==> src/rtl/xform_mode_pkg.sv <==
package xform_mode_pkg;
  localparam int WORD_W   = 16;
  localparam int SIZE_LSB = 0;
  localparam int SHIFT_B  = 3;
  localparam int WIN_LSB  = 4;
  localparam int OVL_LSB  = 6;
  localparam int DEV_LSB  = 9;
  localparam int LOG_W    = 4;

  localparam logic [1:0] WIN_RECT = 2'd0;
  localparam logic [1:0] WIN_INV  = 2'd3;
  localparam logic [1:0] OVL_NONE = 2'd0;
  localparam logic [1:0] OVL_HALF = 2'd1;
  localparam logic [1:0] OVL_3Q   = 2'd2;
  localparam logic [1:0] DIV_1    = 2'd0;
  localparam logic [1:0] DIV_2    = 2'd1;
  localparam logic [1:0] DIV_4    = 2'd2;
  localparam logic [1:0] DEV_ISO  = 2'd3;
  localparam logic [LOG_W-1:0] LOG_MAX = 4'd10;

  typedef struct packed {
    logic [WORD_W-1:0] word;
    logic [LOG_W-1:0]  size_log2;
    logic              real_data;
    logic              two_dim;
    logic [1:0]        shift_later;
    logic [3:0]        max_left;
    logic [1:0]        win_sel;
    logic              inverse;
    logic [1:0]        overlap;
    logic [1:0]        in_div;
    logic              dual_real;
    logic [1:0]        dev_mode;
    logic              stage_isolate;
    logic              concurrent_ok;
    logic              test_mode;
  } mode_fields_t;

  localparam mode_fields_t MODE_RST = '{
    word: '0, size_log2: 4'd8, real_data: 1'b0, two_dim: 1'b0,
    shift_later: 2'd3, max_left: 4'd15, win_sel: WIN_RECT, inverse: 1'b0,
    overlap: OVL_NONE, in_div: DIV_1, dual_real: 1'b0, dev_mode: 2'd0,
    stage_isolate: 1'b0, concurrent_ok: 1'b1, test_mode: 1'b0};
endpackage

==> src/rtl/mode_word_latch.sv <==
module mode_word_latch
  import xform_mode_pkg::*;
(
  input  logic              clk,
  input  logic              rst,
  input  logic [WORD_W-1:0] bus_i,
  input  logic              def_i,
  output logic [WORD_W-1:0] word_o,
  output logic              valid_o
);
  logic def_d;

  always_ff @(posedge clk) begin
    if (rst) begin
      word_o  <= '0;
      def_d   <= 1'b0;
      valid_o <= 1'b0;
    end else begin
      def_d <= def_i;
      if (def_i) begin
        word_o  <= bus_i;
        valid_o <= 1'b0;
      end else if (def_d) begin
        valid_o <= 1'b1;
      end
    end
  end
endmodule

==> src/rtl/mode_field_decode.sv <==
module mode_field_decode
  import xform_mode_pkg::*;
(
  input  logic [WORD_W-1:0] word_i,
  output mode_fields_t      fields_o
);
  logic [2:0] size_c;
  logic [1:0] win_c;
  logic [2:0] ovl_c;
  logic       reserved;

  assign size_c = word_i[SIZE_LSB +: 3];
  assign win_c  = word_i[WIN_LSB +: 2];
  assign ovl_c  = word_i[OVL_LSB +: 3];

  always_comb begin
    fields_o      = MODE_RST;
    fields_o.word = word_i;
    reserved      = 1'b0;

    unique case (size_c)
      3'b000: fields_o.size_log2 = 4'd8;
      3'b001: fields_o.size_log2 = 4'd9;
      3'b010: fields_o.size_log2 = 4'd10;
      3'b011: begin fields_o.size_log2 = 4'd8;  fields_o.two_dim   = 1'b1; end
      3'b100: begin fields_o.size_log2 = 4'd8;  fields_o.real_data = 1'b1; end
      3'b101: begin fields_o.size_log2 = 4'd9;  fields_o.real_data = 1'b1; end
      3'b110: begin fields_o.size_log2 = 4'd10; fields_o.real_data = 1'b1; end
      default: begin fields_o.size_log2 = 4'd8; reserved = 1'b1; end
    endcase

    if (word_i[SHIFT_B]) begin
      fields_o.shift_later = 2'd2;
      fields_o.max_left    = 4'd14;
    end else begin
      fields_o.shift_later = 2'd3;
      fields_o.max_left    = 4'd15;
    end

    fields_o.inverse = (win_c == WIN_INV);
    fields_o.win_sel = fields_o.inverse ? WIN_RECT : win_c;

    unique case (ovl_c)
      3'b000: begin fields_o.overlap = OVL_NONE; fields_o.in_div = DIV_1; fields_o.dual_real = 1'b0; end
      3'b001: begin fields_o.overlap = OVL_HALF; fields_o.in_div = DIV_1; fields_o.dual_real = 1'b0; end
      3'b010: begin fields_o.overlap = OVL_3Q;   fields_o.in_div = DIV_1; fields_o.dual_real = 1'b0; end
      3'b011: begin fields_o.overlap = OVL_HALF; fields_o.in_div = DIV_2; fields_o.dual_real = 1'b0; end
      3'b100: begin fields_o.overlap = OVL_3Q;   fields_o.in_div = DIV_4; fields_o.dual_real = 1'b0; end
      3'b101: begin fields_o.overlap = OVL_NONE; fields_o.in_div = DIV_1; fields_o.dual_real = 1'b1; end
      3'b110: begin fields_o.overlap = OVL_HALF; fields_o.in_div = DIV_1; fields_o.dual_real = 1'b1; end
      default: begin fields_o.overlap = OVL_3Q;  fields_o.in_div = DIV_1; fields_o.dual_real = 1'b1; end
    endcase

    fields_o.dev_mode      = word_i[DEV_LSB +: 2];
    fields_o.stage_isolate = (fields_o.dev_mode == DEV_ISO);
    fields_o.concurrent_ok = (fields_o.size_log2 != LOG_MAX) && !fields_o.dev_mode[1];
    fields_o.test_mode     = reserved || (fields_o.two_dim && (win_c != WIN_RECT));
  end
endmodule

==> src/rtl/mode_out_reg.sv <==
module mode_out_reg
  import xform_mode_pkg::*;
(
  input  logic         clk,
  input  logic         rst,
  input  mode_fields_t d_i,
  output mode_fields_t q_o
);
  always_ff @(posedge clk) begin
    if (rst) q_o <= MODE_RST;
    else     q_o <= d_i;
  end
endmodule

==> src/rtl/xform_mode_ctl.sv <==
module xform_mode_ctl
  import xform_mode_pkg::*;
(
  input  logic              clk,
  input  logic              rst,
  input  logic [WORD_W-1:0] cfg_bus,
  input  logic              cfg_def,
  output logic [WORD_W-1:0] cfg_word,
  output logic              cfg_valid,
  output logic [LOG_W-1:0]  size_log2,
  output logic              real_data,
  output logic              two_dim,
  output logic [1:0]        shift_later,
  output logic [3:0]        max_left,
  output logic [1:0]        win_sel,
  output logic              inverse,
  output logic [1:0]        overlap,
  output logic [1:0]        in_div,
  output logic              dual_real,
  output logic [1:0]        dev_mode,
  output logic              stage_isolate,
  output logic              concurrent_ok,
  output logic              test_mode
);
  logic [WORD_W-1:0] word_q;
  mode_fields_t      fields_d;
  mode_fields_t      fields_q;

  mode_word_latch u_latch (
    .clk(clk), .rst(rst), .bus_i(cfg_bus), .def_i(cfg_def),
    .word_o(word_q), .valid_o(cfg_valid)
  );

  mode_field_decode u_dec (.word_i(word_q), .fields_o(fields_d));

  mode_out_reg u_oreg (.clk(clk), .rst(rst), .d_i(fields_d), .q_o(fields_q));

  assign cfg_word      = fields_q.word;
  assign size_log2     = fields_q.size_log2;
  assign real_data     = fields_q.real_data;
  assign two_dim       = fields_q.two_dim;
  assign shift_later   = fields_q.shift_later;
  assign max_left      = fields_q.max_left;
  assign win_sel       = fields_q.win_sel;
  assign inverse       = fields_q.inverse;
  assign overlap       = fields_q.overlap;
  assign in_div        = fields_q.in_div;
  assign dual_real     = fields_q.dual_real;
  assign dev_mode      = fields_q.dev_mode;
  assign stage_isolate = fields_q.stage_isolate;
  assign concurrent_ok = fields_q.concurrent_ok;
  assign test_mode     = fields_q.test_mode;
endmodule

==> config.mk <==
export PLATFORM = sky130hd
export DESIGN_NAME = xform_mode_ctl
export DESIGN_NICKNAME = d
export VERILOG_FILES = /design/src/rtl/xform_mode_pkg.sv /design/src/rtl/mode_word_latch.sv /design/src/rtl/mode_field_decode.sv /design/src/rtl/mode_out_reg.sv /design/src/rtl/xform_mode_ctl.sv
export SDC_FILE = /design/constraint.sdc
export NUM_CORES = 1
export LEC_CHECK = 0
export BUFFER_PORTS_ARGS = -buffer_cell sky130_fd_sc_hd__buf_2
export CORE_AREA = 2 2 58 60
export CTS_BUF_LIST = sky130_fd_sc_hd__clkbuf_4 sky130_fd_sc_hd__clkbuf_8
export CTS_CLUSTER_SIZE = 20
export DETAILED_ROUTE_END_ITERATION = 6
export DIE_AREA = 0 0 60 62
export MAX_ROUTING_LAYER = met4
export PLACE_DENSITY = 0.82
export SKIP_CTS_REPAIR_TIMING = 1
export SYNTH_ARGS = -nofsm -noshare
export SYNTH_HDL_FRONTEND = slang
export SYNTH_SLANG_ARGS = --single-unit
==> constraint.sdc <==
create_clock -name clk -period 1.7 [get_ports clk]
set_input_delay 0.255 -clock clk [delete_from_list [all_inputs] [get_ports clk]]
set_output_delay 0.255 -clock clk [all_outputs]
set_load 0.05 [all_outputs]
Word-level counts from Yosys, hierarchy flattened
Index checks and enable logic that the tools add are counted.
{ "op_classes": {"eq_ne": 15, "n_mux": 6, "reduce_logical": 13} }
{ "ops": {"columns": ["operator", "n"], "rows": [
  ["case mux 5 bit (7 select lines)", 1],
  ["equality test 3 bit (second input constant)", 6],
  ["equality test 3 x 2 -> 1 bit (second input constant)", 4],
  ["OR reduction 2 bit", 4],
  ["OR reduction 7 bit", 1],
  ["equality test 3 x 1 -> 1 bit (second input constant)", 2],
  ["logical NOT 3 bit", 2],
  ["2-to-1 mux 5 bit", 1],
  ["equality test 2 bit (second input constant)", 2],
  ["inequality test 4 bit (second input constant)", 1],
  ["case mux 2 bit (2 select lines)", 1],
  ["2-to-1 mux 1 bit", 3],
  ["OR reduction 3 bit", 1],
  ["logical AND 1 bit", 2],
  ["nonzero test 2 bit", 1],
  ["logical NOT 1 bit", 1],
  ["logical OR 1 bit", 1]
]} }
{ "word_totals": {"register_bits": 59, "input_bits": 19, "output_inout_bits": 42, "word_cells": 52} }

Logic depth before layout (Yosys ltp)
Gate-level depths: netlist of run 1.
{ "logic_depth": {"depth_word": 5, "depth_mapped": 4, "depth_no_buf": 2} }

Cells and area by module
From an unflattened synthesis of run 1, not the netlist that was laid out.
{ "hier_totals": {"hier_cells": 192, "area_unflattened_um2": 2058.2} }
{ "by_module_without_submodules": {"columns": ["mod", "instances", "cells_each", "area_per_inst_um2", "seq_area_each_um2"], "rows": [
  ["mode_out_reg", 1, 86, 1103.6, 820.8],
  ["mode_word_latch", 1, 57, 636.9, 360.3],
  ["mode_field_decode", 1, 49, 317.8, 0.0]
]} }

Least setup slack after synthesis of run 1
No wires, ideal clock.
{ "synth_timing": {"path_kind": "register to output", "from": "register u_oreg.q_o[34] (netlist name)", "to": "output dev_mode[0]", "t_arrival_ns": 0.894, "t_required_ns": 1.445, "path_slack_ns": 0.551, "stages_incl_launch_ff": 2, "n_path_buf": 1, "path_cell_list": "dfxtp_1 > buf_4"} }
{ "synth_lines": {"columns": ["item", "line", "source"], "rows": [
  ["end, declared", "xform_mode_ctl.sv:20", "output logic [1:0] dev_mode,"]
]} }

Final worst setup path of run 1
{ "layout_timing": {"from": "register u_latch.valid_o", "to": "output cfg_valid"} }
{ "layout_lines": {"columns": ["item", "line", "source"], "rows": [
  ["start, declared", "mode_word_latch.sv:9", "output logic valid_o"],
  ["start signal, assigned", "mode_word_latch.sv:17", "valid_o <= 1'b0;"],
  ["start signal, assigned", "mode_word_latch.sv:22", "valid_o <= 1'b0;"],
  ["start signal, assigned", "mode_word_latch.sv:24", "valid_o <= 1'b1;"],
  ["end, declared", "xform_mode_ctl.sv:9", "output logic cfg_valid,"]
]} }
No word-level cell between the ends.

==> flow_summary.json, run 1 <==
{
  "drt_pass1_iterations": 6,
  "ff2ff_setup_slack_ns": 0.78,
  "fmax_mhz": 815,
  "cp_data_arrival_time_ns": 0.97,
  "pre_cts_ws_ns": 0.548,
  "syn-cell-area_um2": 1600,
  "hold_viol": 0,
  "synth-adder-area-share": 0,
  "grt_max_degree": 31,
  "synth_xor_area_frac": 0.00549,
  "setup_viol": 0,
  "slowest_delay_ns": 0.35,
  "crit_slowest_cell": "dfxtp_1",
  "period_needed_ns": 1.23,
  "antenna_left": 0,
  "path_clk_slew_ns": 0.13,
  "synth_top_family_by_area": "simple AND/OR/NAND/NOR gates",
  "cp_max_fo": 2,
  "cts.path.max_buffers": 2,
  "final_cell_mix": "buf_2 (54), dfxtp_1 (50), nor2b_1 (20), nor2_1 (20), mux2i_1 (16)",
  "area_growth_pct": 19.4,
  "vias_per_cell": 4.40,
  "crit_type": "register to primary output",
  "status": "completed",
  "relSlewSlack": 0.650,
  "yosysWarnings": 0,
  "grt_pass1_wl_um": 3760,
  "dieWidth_um": 60,
  "rr_startpoint": "u_latch.word_o[7]",
  "antennaDiodeCount": 0,
  "cap_viol_max_count": 0,
  "reg2reg_depth": 2,
  "initial_core_util": 0.502,
  "hp-class": "primary input to register",
  "nNetsFinal": 214,
  "p_leak_nw": 0.950,
  "worstPathCellList": "buf_2",
  "wl_um": 2470,
  "synth_mux_area_frac": 0.100,
  "drcViolationCount": 0,
  "design.core.area_um2": 3180,
  "min_path_cells": 3,
  "synth-compound-area-share": 0.0172,
  "syn_inst": 144,
  "critPathLaunch": "u_latch.valid_o",
  "io_buffers": 54,
  "power_mw": 2.09,
  "via_count": 1066,
  "crit_path_start_kind": "register",
  "rows": 21,
  "worst_pin_slew_ns": 0.525,
  "r2r_end": "u_oreg.q_o[6]",
  "track_usage": 0.146,
  "cts.sinks": 50,
  "antenna_found_initial": 0,
  "required_ns": 1.44,
  "cts_buffers": 5,
  "power_density_nw_per_um2": 1100,
  "clock_latency_ns": 0.35,
  "cp-end-kind": "primary output",
  "die_h_um": 62,
  "final_common_cell": "buf_2",
  "die_area_um2": 3720,
  "htreeDepth": 2,
  "cts_tree": "yes",
  "crit_family": "flip-flops",
  "grt_pass1_vias": 896,
  "io_pins": 61,
  "final.setup.worst_slack_ns": 0.472,
  "drt_iter0_markers": 13,
  "grt_overflow": 0,
  "clock_skew_ns": 0.00506,
  "wl_per_cell_um": 10.2,
  "period_share": 0.722,
  "avgSynthCellArea_um2": 11.1,
  "synth_cell_types": 21,
  "clockRootBuffer": "clkbuf_4",
  "dp_hpwl_um": 1720,
  "ys_seq_elements": 50,
  "setup_tns_ns": 0,
  "path_buf_inv": 1,
  "hold_path_end": "u_latch.word_o[13]",
  "synthSimpleGateAreaFrac": 0.172,
  "hold_start": "cfg_bus[13]",
  "slew_viol_final": 0,
  "synth-seq-area-share": 0.627,
  "drive_gt1_frac": 0.321,
  "gp_congestion": 0.744,
  "rsz0062_at_grt": "no",
  "peakVddDrop_uv": 665
}
## metal layers
layer	up-vias	track usage	part of all wire
li1	543	-	-
met1	476	0.166	0.46
met2	42	0.217	0.44
met3	5	0.0683	0.089
met4	0	0.0667	0.017
met5	-	-	0
## flip-flops by register name, summed over array words and instances (netlist names)
name             flops
u_latch.word_o      16
u_latch.valid_o      1
u_oreg.q_o          32
u_latch.def_d        1
## layout make-up
type / count / area [µm²]
Tap cell: 46 / 57.6
Inverter: 3 / 11.3
Multi-Input combinational cell: 80 / 494
Sequential cell: 50 / 1000
Clock buffer: 7 / 58.8
Clock inverter: 1 / 5.00
Fill cell: 296 / 1270
Timing Repair Buffer: 55 / 278
## how the worst max path moves through the flow
stage          slack, ns              end  depth (start not counted)
2_1_floorplan       0.55      dev_mode[0]                          1
3_3_place_gp        0.57  u_latch.valid_o                          3
3_5_place_dp        0.55  u_latch.valid_o                          3
4_1_cts             0.45        cfg_valid                          1
5_1_grt             0.42        cfg_valid                          1
6_report            0.47        cfg_valid                          1
## metrics by stage
stage,cell area (µm²),hold slack (ns),util,cells
floorplan,1610,0.334,-,148
global placement,1840,0.454,0.579,234
detailed placement,1840,0.453,0.579,234
CTS,1910,0.109,0.599,242
global route,1910,0.117,0.599,242
finish,1910,0.129,0.599,242
## worst min-delay path, cell delays in order
cell and delay (ns):
buf_2 0.08, mux2i_1 0.06, nor2_1 0.07
## Yosys cell counts, drive strengths merged
cell | count | area [µm²]
mux2i | 16 | 160
o21bai | 1 | 7.51
nand2 | 1 | 3.75
inv | 3 | 11.3
buf | 14 | 101
and2 | 3 | 18.8
a21boi | 1 | 7.51
nor3b | 1 | 7.51
nor3 | 5 | 25.0
xnor2 | 1 | 8.76
conb | 2 | 7.51
clkbuf | 1 | 3.75
nand2b | 2 | 12.5
dfxtp | 50 | 1000
nor2b | 20 | 125
nor2 | 20 | 75.1
nand3b | 1 | 7.51
a21oi | 1 | 5.00
a211oi | 1 | 7.51
## power by group
group	internal, mW	switching [mW]
logic	0.0784	0.199
clock network	0.217	0.342
registers	1.22	0.0273
## cells by family (layout without fill, tap and decap cells)
logic type | count (synthesis) | in the layout
and+or+nand+nor | 53 | 53
AOI/OAI and AO/OA | 4 | 4
xor gates and xnor gates | 1 | 1
DFF | 50 | 50
muxes | 16 | 16
other | 2 | 6
buffers and inverters | 18 | 66
Note: power is estimated with default switching activity, not from simulation.
==> run 2, diff against run 1 <==
CORE_AREA = 2 2 63 65   (was 2 2 58 60)
DIE_AREA = 0 0 65 67   (was 0 0 60 62)
PLACE_DENSITY = 0.73   (was 0.82)
clock period = 1.02 ns   (was 1.7 ns; I/O delays follow)
==> run 2 against run 1 <==
Wire length is 2.2% higher. Critical path depth stayed put. Combinational power is 82% higher. Final area is 8.7% higher. Worst setup slack worse by 0.47 ns. Via count is 2.0% lower. Die area is 17% higher. Clock power is 100% higher. Global-route usage is 1.1 points lower. Non-clock buffer count is 2 higher. First-iteration DRC count is 85% higher. Sequential power is 66% higher. Critical endpoint is now dev_mode[0]. Largest power group unchanged. Highest routed layer unchanged.
==> flow_summary.json, run 2 (synthesized netlist as in run 1, its figures left out) <==
{
  "die_area_um2": 4360,
  "cap_viol_max_count": 0,
  "final.setup.worst_slack_ns": 0.00142,
  "via_count": 1045,
  "slew_viol_final": 0,
  "cp_data_arrival_time_ns": 0.87,
  "path_buf_inv": 1,
  "clock_skew_ns": 0.00236,
  "cts_buffers": 5,
  "required_ns": 0.87,
  "grt_overflow": 0,
  "crit_slowest_cell": "dfxtp_2",
  "dp_hpwl_um": 1760,
  "wl_per_cell_um": 10.3,
  "io_pins": 61,
  "placed_cells": 238,
  "gp_congestion": 0.791,
  "period_needed_ns": 1.02,
  "top_register": "u_oreg.q_o",
  "antennaDiodeCount": 0,
  "worst_hold_slack_ns": 0.0912,
  "slowest_delay_ns": 0.33,
  "grt_pass1_vias": 983,
  "p_leak_nw": 0.974,
  "power_density_nw_per_um2": 1800,
  "pre_cts_ws_ns": 0.161,
  "hp-class": "primary input to register",
  "cp-end-kind": "primary output",
  "cts.path.max_buffers": 2,
  "reg.largest.list": "u_oreg.q_o x32, u_latch.word_o x16",
  "period_share": 0.999,
  "drt_pass1_iterations": 4,
  "cts_tree": "yes",
  "area_growth_pct": 29.8,
  "drcViolationCount": 0,
  "crit_type": "register to primary output",
  "track_usage": 0.134,
  "cp_max_fo": 2,
  "antenna_found_initial": 0,
  "cts.sinks": 50,
  "grt_pass1_wl_um": 4240,
  "rows": 22,
  "clockRootBuffer": "clkbuf_8",
  "vias_per_cell": 4.25,
  "final_cell_mix": "dfxtp_1 (47), nor2b_1 (20), nor2_1 (20), buf_2 (20), clkbuf_4 (19)",
  "fin_util": 0.575,
  "initial_core_util": 0.443,
  "dieWidth_um": 65,
  "wl_um": 2520,
  "rsz0062_at_grt": "yes",
  "fillers": 324,
  "drive_gt1_frac": 0.343,
  "status": "completed",
  "grt_max_degree": 26,
  "htreeDepth": 2,
  "crit_family": "flip-flops",
  "setup_viol": 0,
  "nNetsFinal": 216,
  "die_h_um": 67,
  "antenna_left": 0,
  "io_buffers": 54,
  "final_common_cell": "dfxtp_1",
  "design.core.area_um2": 3610,
  "largest_reg_flops": 32,
  "final_cells": 246,
  "fmax_mhz": 982,
  "clock_latency_ns": 0.29,
  "hold_viol": 0,
  "drt_iter0_markers": 24,
  "worstPathCellList": "buf_2",
  "peakVddDrop_uv": 555,
  "crit_path_start_kind": "register",
  "path_clk_slew_ns": 0.08
}
## run 2: where the power goes
part           internal [mW]  switching [mW]
logic                  0.171           0.335
registers               2.04          0.0469
clock network          0.545           0.597
total                   2.75           0.979
## run 2: cell type report
class | instances | area [µm²] | area share
repair buffers | 57 | 407 | 0.196
clock inverters | 2 | 12.5 | 0.00604
inverters | 3 | 11.3 | 0.00543
well taps | 48 | 60.1 | 0.0290
clock buffers | 6 | 82.6 | 0.0399
flip-flops and latches | 50 | 1000 | 0.485
multi-input cells | 80 | 494 | 0.239
## run 2: per-stage QoR
step	total power [mW]	area, µm²	setup TNS [ns]
after detailed placement	2.61	1890	0
after global routing	3.90	2070	-0.0721
after global placement	2.61	1890	0
after CTS	3.76	1980	-0.307
after floorplan	2.51	1620	0
final	3.73	2070	0
## run 2: final timing paths
kind | from | end | slack (ns) | cells after the start
worst min register to register | u_latch.word_o[15] | u_oreg.q_o[40] | 0.46 | 1
worst max register to register | u_latch.word_o[7] | u_oreg.q_o[6] | 0.14 | 2
worst min-delay path | cfg_bus[6] | u_latch.word_o[6] | 0.09 | 3
worst max-delay path | u_oreg.q_o[34] | dev_mode[0] | 0.001 | 1
## run 2: per-layer routing
layer,GRT usage,up-vias,wire (µm)
met4,0.0718,0,55
met3,0.0422,5,182
met5,-,-,0
li1,-,545,-
met2,0.219,35,1230
met1,0.148,460,1060
